[config.mk]
export PLATFORM = sky130hd
export DESIGN_NAME = ata_dma_writer
export DESIGN_NICKNAME = d
export VERILOG_FILES = /design/src/rtl/ata_dma_pkg.sv /design/src/rtl/ata_ptr_reg.sv /design/src/rtl/ata_dma_seq.sv /design/src/rtl/ata_irq_ctl.sv /design/src/rtl/ata_dma_writer.sv
export SDC_FILE = /design/constraint.sdc
export NUM_CORES = 1
export LEC_CHECK = 0
export CAP_MARGIN = 5
export CORE_ASPECT_RATIO = 2
export CORE_UTILIZATION = 41
export CTS_CLUSTER_SIZE = 8
export DETAILED_ROUTE_END_ITERATION = 10
export PLACE_DENSITY_LB_ADDON = 0.05
export SYNTH_ARGS = -nofsm -noshare
export SYNTH_HDL_FRONTEND = slang
export SYNTH_SLANG_ARGS = --single-unit
[constraint.sdc]
create_clock -name clk -period 1.5 [get_ports clk]
set_input_delay 0.3 -clock clk [delete_from_list [all_inputs] [get_ports clk]]
set_output_delay 0.3 -clock clk [all_outputs]
set_load 0.005 [all_outputs]
[src/rtl/ata_dma_pkg.sv]
package ata_dma_pkg;
  typedef enum logic [1:0] {
    SEL_CTRL   = 2'd0,
    SEL_PTR_LO = 2'd1,
    SEL_PTR_HI = 2'd2,
    SEL_NONE   = 2'd3
  } reg_sel_e;

  typedef enum logic {
    DMA_IDLE  = 1'b0,
    DMA_BURST = 1'b1
  } dma_state_e;

  // first control bit that maps to an interrupt level; levels follow upward
  localparam int CLR_BASE = 7;
  localparam int LVL_N    = 4;
endpackage

[src/rtl/ata_ptr_reg.sv]
module ata_ptr_reg #(
  parameter int HALF_W = 16
) (
  input  logic                clk,
  input  logic                rst,
  input  logic                ld_lo,
  input  logic                ld_hi,
  input  logic [HALF_W-1:0]   wdata,
  input  logic                inc,
  output logic [2*HALF_W-1:0] ptr
);
  localparam int PTR_W = 2 * HALF_W;

  always_ff @(posedge clk) begin
    if (rst) begin
      ptr <= '0;
    end else if (ld_lo) begin
      ptr <= {ptr[PTR_W-1:HALF_W], wdata};
    end else if (ld_hi) begin
      ptr <= {wdata, ptr[HALF_W-1:0]};
    end else if (inc) begin
      ptr <= ptr + PTR_W'(1);
    end
  end

  AST_LO_KEEPS_HI: assert property (@(posedge clk) disable iff (rst)
    (!$past(rst) && $past(ld_lo)) |-> ptr[PTR_W-1:HALF_W] == $past(ptr[PTR_W-1:HALF_W]));
  AST_HI_KEEPS_LO: assert property (@(posedge clk) disable iff (rst)
    (!$past(rst) && $past(ld_hi) && !$past(ld_lo)) |-> ptr[HALF_W-1:0] == $past(ptr[HALF_W-1:0]));
  AST_PTR_STEP: assert property (@(posedge clk) disable iff (rst)
    (!$past(rst) && $past(inc) && !$past(ld_lo) && !$past(ld_hi)) |-> ptr == $past(ptr) + PTR_W'(1));
endmodule

[src/rtl/ata_dma_seq.sv]
module ata_dma_seq
  import ata_dma_pkg::*;
#(
  parameter int DATA_W = 16,
  parameter int MEM_AW = 20
) (
  input  logic              clk,
  input  logic              rst,
  input  logic              dma_req,
  input  logic              drv_rdy,
  input  logic [DATA_W-1:0] drv_data,
  input  logic [MEM_AW-1:0] ptr_addr,
  output logic              dma_ack,
  output logic              inc,
  output logic              wm_we,
  output logic [MEM_AW-1:0] wm_addr,
  output logic [DATA_W-1:0] wm_wdata
);
  dma_state_e state_q, state_d;
  logic       req_q;
  logic       req_rise;

  // reset value 1: a request already high at reset exit is not an edge
  assign req_rise = dma_req && !req_q;
  assign inc      = (state_q == DMA_BURST) && dma_req && drv_rdy;
  assign dma_ack  = (state_q == DMA_BURST);

  always_comb begin
    state_d = state_q;
    unique case (state_q)
      DMA_IDLE:  if (req_rise) state_d = DMA_BURST;
      DMA_BURST: if (!dma_req) state_d = DMA_IDLE;
      default:   state_d = DMA_IDLE;
    endcase
  end

  always_ff @(posedge clk) begin
    if (rst) begin
      state_q  <= DMA_IDLE;
      req_q    <= 1'b1;
      wm_we    <= 1'b0;
      wm_addr  <= '0;
      wm_wdata <= '0;
    end else begin
      state_q <= state_d;
      req_q   <= dma_req;
      wm_we   <= inc;
      if (inc) begin
        wm_addr  <= ptr_addr;
        wm_wdata <= drv_data;
      end
    end
  end

  AST_BURST_ON_EDGE: assert property (@(posedge clk) disable iff (rst)
    $rose(dma_ack) |-> ($past(dma_req) && !$past(req_q)));
  AST_WRITE_IN_BURST: assert property (@(posedge clk) disable iff (rst)
    wm_we |-> ($past(dma_ack) && $past(dma_req) && $past(drv_rdy)));
  AST_ACK_DROP: assert property (@(posedge clk) disable iff (rst)
    (dma_ack && !dma_req) |=> (!dma_ack && !inc));
endmodule

[src/rtl/ata_irq_ctl.sv]
module ata_irq_ctl #(
  parameter int LVL_N = 4
) (
  input  logic             clk,
  input  logic             rst,
  input  logic             ctl_we,
  input  logic [LVL_N-1:0] ctl_field,
  input  logic [LVL_N-2:0] ext_src,
  input  logic             drv_irq,
  output logic [LVL_N-1:0] irq_pend
);
  logic [LVL_N-1:0] ctl_q;
  logic [LVL_N-1:0] src_q, src_now, src_en, rise, fall, clr;

  assign src_now = {drv_irq, ext_src};
  // the top level is the drive interrupt, gated by its own control bit
  assign src_en  = {ctl_q[LVL_N-1], {(LVL_N-1){1'b1}}};
  assign rise    = src_now & ~src_q & src_en;
  assign fall    = ctl_we ? (ctl_q & ~ctl_field) : '0;

  for (genvar i = 0; i < LVL_N; i++) begin : g_pick
    if (i == 0) begin : g_first
      assign clr[i] = fall[i];
    end else begin : g_rest
      assign clr[i] = fall[i] && !(|fall[i-1:0]);
    end
  end

  always_ff @(posedge clk) begin
    if (rst) begin
      ctl_q    <= '0;
      src_q    <= '0;
      irq_pend <= '0;
    end else begin
      if (ctl_we) ctl_q <= ctl_field;
      src_q    <= src_now;
      irq_pend <= (irq_pend | rise) & ~clr;
    end
  end

  AST_TOP_GATED: assert property (@(posedge clk) disable iff (rst)
    $rose(irq_pend[LVL_N-1]) |-> $past(ctl_q[LVL_N-1]));
  AST_ONE_CLEAR: assert property (@(posedge clk) disable iff (rst)
    $countones($past(irq_pend) & ~irq_pend) <= 1);
  AST_CLEAR_NEEDS_WRITE: assert property (@(posedge clk) disable iff (rst)
    (($past(irq_pend) & ~irq_pend) != '0) |-> $past(ctl_we));
endmodule

[src/rtl/ata_dma_writer.sv]
module ata_dma_writer
  import ata_dma_pkg::*;
#(
  parameter int HALF_W = 16,
  parameter int DATA_W = 16,
  parameter int MEM_AW = 20
) (
  input  logic                clk,
  input  logic                rst,
  input  logic                reg_we,
  input  logic [1:0]          reg_sel,
  input  logic [HALF_W-1:0]   reg_wdata,
  input  logic                dma_req,
  output logic                dma_ack,
  input  logic                drv_rdy,
  input  logic [DATA_W-1:0]   drv_data,
  input  logic                drv_irq,
  input  logic [LVL_N-2:0]    ext_irq,
  output logic [LVL_N-1:0]    irq_pend,
  output logic                wm_we,
  output logic [MEM_AW-1:0]   wm_addr,
  output logic [DATA_W-1:0]   wm_wdata,
  output logic [2*HALF_W-1:0] xfer_ptr
);
  localparam int PTR_W = 2 * HALF_W;

  reg_sel_e sel;
  logic     ld_lo, ld_hi, ctl_we, inc;

  assign sel    = reg_sel_e'(reg_sel);
  assign ld_lo  = reg_we && (sel == SEL_PTR_LO);
  assign ld_hi  = reg_we && (sel == SEL_PTR_HI);
  assign ctl_we = reg_we && (sel == SEL_CTRL);

  ata_ptr_reg #(.HALF_W(HALF_W)) u_ptr (
    .clk   (clk),
    .rst   (rst),
    .ld_lo (ld_lo),
    .ld_hi (ld_hi),
    .wdata (reg_wdata),
    .inc   (inc),
    .ptr   (xfer_ptr)
  );

  ata_dma_seq #(.DATA_W(DATA_W), .MEM_AW(MEM_AW)) u_seq (
    .clk      (clk),
    .rst      (rst),
    .dma_req  (dma_req),
    .drv_rdy  (drv_rdy),
    .drv_data (drv_data),
    .ptr_addr (xfer_ptr[MEM_AW-1:0]),
    .dma_ack  (dma_ack),
    .inc      (inc),
    .wm_we    (wm_we),
    .wm_addr  (wm_addr),
    .wm_wdata (wm_wdata)
  );

  ata_irq_ctl #(.LVL_N(LVL_N)) u_irq (
    .clk       (clk),
    .rst       (rst),
    .ctl_we    (ctl_we),
    .ctl_field (reg_wdata[CLR_BASE +: LVL_N]),
    .ext_src   (ext_irq),
    .drv_irq   (drv_irq),
    .irq_pend  (irq_pend)
  );

  AST_NO_WRITE_IDLE: assert property (@(posedge clk) disable iff (rst)
    (!dma_ack) |=> !wm_we);
  AST_PTR_BOUND: assert property (@(posedge clk) disable iff (rst)
    (PTR_W == 32) |-> (MEM_AW <= PTR_W));
endmodule

==> flow_metrics.tcl <==
set metrics [dict create \
    clk_latency_ns 0.34 \
    synthCells 442 \
    fin_area_um2 6320 \
    drtIter0Drc 245 \
    place_area_um2 5490 \
    ys_ff_latch 83 \
    clkTransAtPathRegs_ns 0.06 \
    routedWlPerCell_um 16.9 \
    ant_nets 0 \
    holdPathEnd "u_irq.ctl_q[1]" \
    path_max_fanout 3 \
    io-pin-count 117 \
    synth_edf_count 0 \
    worstSetupStartpoint "u_ptr.ptr[14]" \
    grt_max_degree 38 \
    p_per_area_nw_per_um2 837 \
    reg2reg_from "u_ptr.ptr[14]" \
    r2r_cells 6 \
    yosys_warnings 0 \
    synthesis.area_um2 3760 \
    drc 0 \
    clock_path_buffers 2 \
    htreeDepth 3 \
    clockRootBuffer "clkbuf_16" \
    outcome "complete, but fails checks" \
    setup_slack_ns -0.0533 \
    final_net_count 683 \
    p_leak_uw 0.00291 \
    initial_core_util_pct 42.0 \
    drive_gt1_share_pct 30.0 \
    n_antenna_cell 0 \
    violations "setup timing" \
    skew_ns 0.00665 \
    r2r-end "u_ptr.ptr[31]" \
    end_kind "register" \
    die-area_um2 9580 \
    final_util_pct 70.6 \
    cts.sinks 83 \
    rsz0062_at_grt "true" \
    drt_wl_total_um 12600 \
    crit_arrival_ns 1.78 \
    via_count 4084 \
    core_region_area_um2 8950 \
    hp-start "rst" \
    ys.flop_type "dfxtp_1" \
    peakVddDrop_v 0.000581 \
    hold_ws_ns 0.263 \
    cp.required_ns 1.72 \
    fin_crit_sh_pct 104 \
    async_flop_share_pct 0 \
    max_slew_margin_pct 75.1 \
    rows 49 \
    cts_tree "built" \
    synth.avg_cell_area_um2 8.51 \
    numCtsBuffers 9 \
    gr-total-overflow 0 \
    grt_pass1_vias 4009 \
    hp-class "input pin to register" \
    track_usage_pct 26.3 \
    startpoint_type "register" \
    drv_cap 0 \
    grt_pass1_wl_um 19400 \
    fp.dieW_um 69.7 \
    area_growth_pct 68.0 \
    holdPathStages 2 \
    fill_cells 738 \
    worstMarginPinSlew_ns 0.374 \
    period_minus_slack_ns 1.55 \
    first_pass_iters 5 \
    finalHoldViolCount 0 \
    fin_setup_tns_ns -0.250 \
    yosysSeqAreaShare_pct 44.2 \
    max_freq_mhz 644 \
    dp_hpwl_um 8810 \
    setup-violations-final 11 \
    path_class "register to register" \
    globalplace.congestion 0.904 \
    r2r_setup_slack_ns -0.05 \
    routed_via_density 5.47 \
    yosysUniqueCellTypes 56 \
    hold_buffers 0 \
    die_y_um 137 \
    grt_antenna_before_repair 0 \
    port-buffer-count 116 \
    drv_slew 0 \
    synth_nets 486 \
]
[layout by cell type, fill, tap and decap left out, drive strengths merged, types with 2 or more instances in the layout]
cell / count
a211oi: 14
a21oi: 46
a22oi: 15
a31oi: 2
and3: 4
and3b: 2
and4b: 2
buf: 100
bufinv: 2
clkbuf: 11
clkdlybuf4s50: 55
clkinv: 3
dfxtp: 83
dlygate4sd2: 37
dlymetal6s2s: 21
inv: 8
mux2i: 6
nand2: 89
nand2b: 2
nand3: 22
nand3b: 3
nand4: 12
nor2: 25
nor2b: 8
nor3: 11
nor4: 6
o21ai: 3
o22ai: 16
xnor2: 3
xor2: 18
[logic make-up after synthesis]
| kind of cell | share of synthesized area (%) |
|---|---|
| AO/OA/AOI/OAI | 18.3 |
| adder cells (fa/ha/maj) | 0.333 |
| multiplexers | 1.60 |
| AND/OR/NAND/NOR | 26.3 |
| XOR/XNOR | 4.89 |
| buffers and inverters | 4.39 |
| flip-flops | 44.2 |
[repair_timing]
item | CTS | global route
setup buffers | 17 | 7
gates resized for setup | 113 | 49
pin swaps | 19 | 23
setup endpoints to repair | 106 | 52
gates cloned | 1 | 1
[worst max-delay path, stage by stage (launching register included)]
cell and delay, ns:
dfxtp_1 0.34, nand4_1 0.21, buf_4 0.22, nor4_4 0.30
nand2_2 0.12, mux2i_1 0.16, o22ai_1 0.08
[Yosys cell counts (3+ instances only)]
master	instances	area (um^2)
nand2_1	88	330
dfxtp_1	83	1660
a21oi_1	46	230
nor2_1	24	90.1
nand3_1	19	95.1
xor2_1	18	158
clkbuf_1	16	60.1
o22ai_1	16	100
a22oi_1	15	113
a211oi_1	11	82.6
nand4_1	10	62.6
inv_1	8	30.0
nor2b_1	8	50.1
nor3_1	8	40.0
buf_2	6	30.0
mux2i_1	6	60.1
and3_1	3	18.8
nand3b_1	3	22.5
nor4_1	3	18.8
o21ai_0	3	15.0
xnor2_1	3	26.3
[through the flow]
step / worst slack, ns / instances / total power (uW)
after floorplan: 0.000510 / 442 / 2570
after global placement: -0.577 / 705 / 2930
after detailed placement: -0.638 / 705 / 2930
after CTS: -0.0680 / 738 / 5310
after global routing: -0.134 / 746 / 5460
final: -0.0533 / 746 / 5290
[flip-flops by register name, indices dropped and copies added, names as in the netlist]
signal,count
u_seq.dma_ack,1
u_seq.req_q,1
u_irq.irq_pend,4
u_ptr.ptr,32
u_irq.src_q,4
u_irq.ctl_q,4
u_seq.wm_we,1
u_seq.wm_addr,20
u_seq.wm_wdata,16
[worst max path at each step]
stage	end	slack, ns	depth (start not counted)
6_report	u_ptr.ptr[31]	-0.05	6
5_1_grt	u_ptr.ptr[30]	-0.13	8
4_1_cts	u_ptr.ptr[12]	-0.07	7
3_5_place_dp	u_ptr.ptr[21]	-0.64	6
3_3_place_gp	u_ptr.ptr[26]	-0.58	6
2_1_floorplan	u_ptr.ptr[12]	0.0005	5
[layout make-up]
class                   count  area (um^2)  area share [%]
clock inverters             6         90.1            1.43
flip-flops and latches     83         1720            27.3
multi-input cells         323         2150            34.0
repair buffers            214         1970            31.2
well taps                 102          128            2.02
inverters                   8         30.0           0.475
clock buffers              10          229            3.62
[where the power goes]
part	leakage [uW]	switching [uW]	total, uW	internal (uW)
combinational	0.00207	279	605	326
sequential	0.000692	47.2	2310	2260
clock	0.000153	916	2380	1460
[per-layer routing]
metal / vias up / global-route usage, % / share of wire, % / wire length (um)
li1: 1972 / - / - / -
met2: 151 / 49.4 / 55 / 6940
met1: 1931 / 26.9 / 36 / 4550
met4: 0 / 16.6 / 3.9 / 489
met5: - / 0 / 0 / 0
met3: 30 / 3.88 / 5.1 / 641
Power figures use the tool's default switching activity.
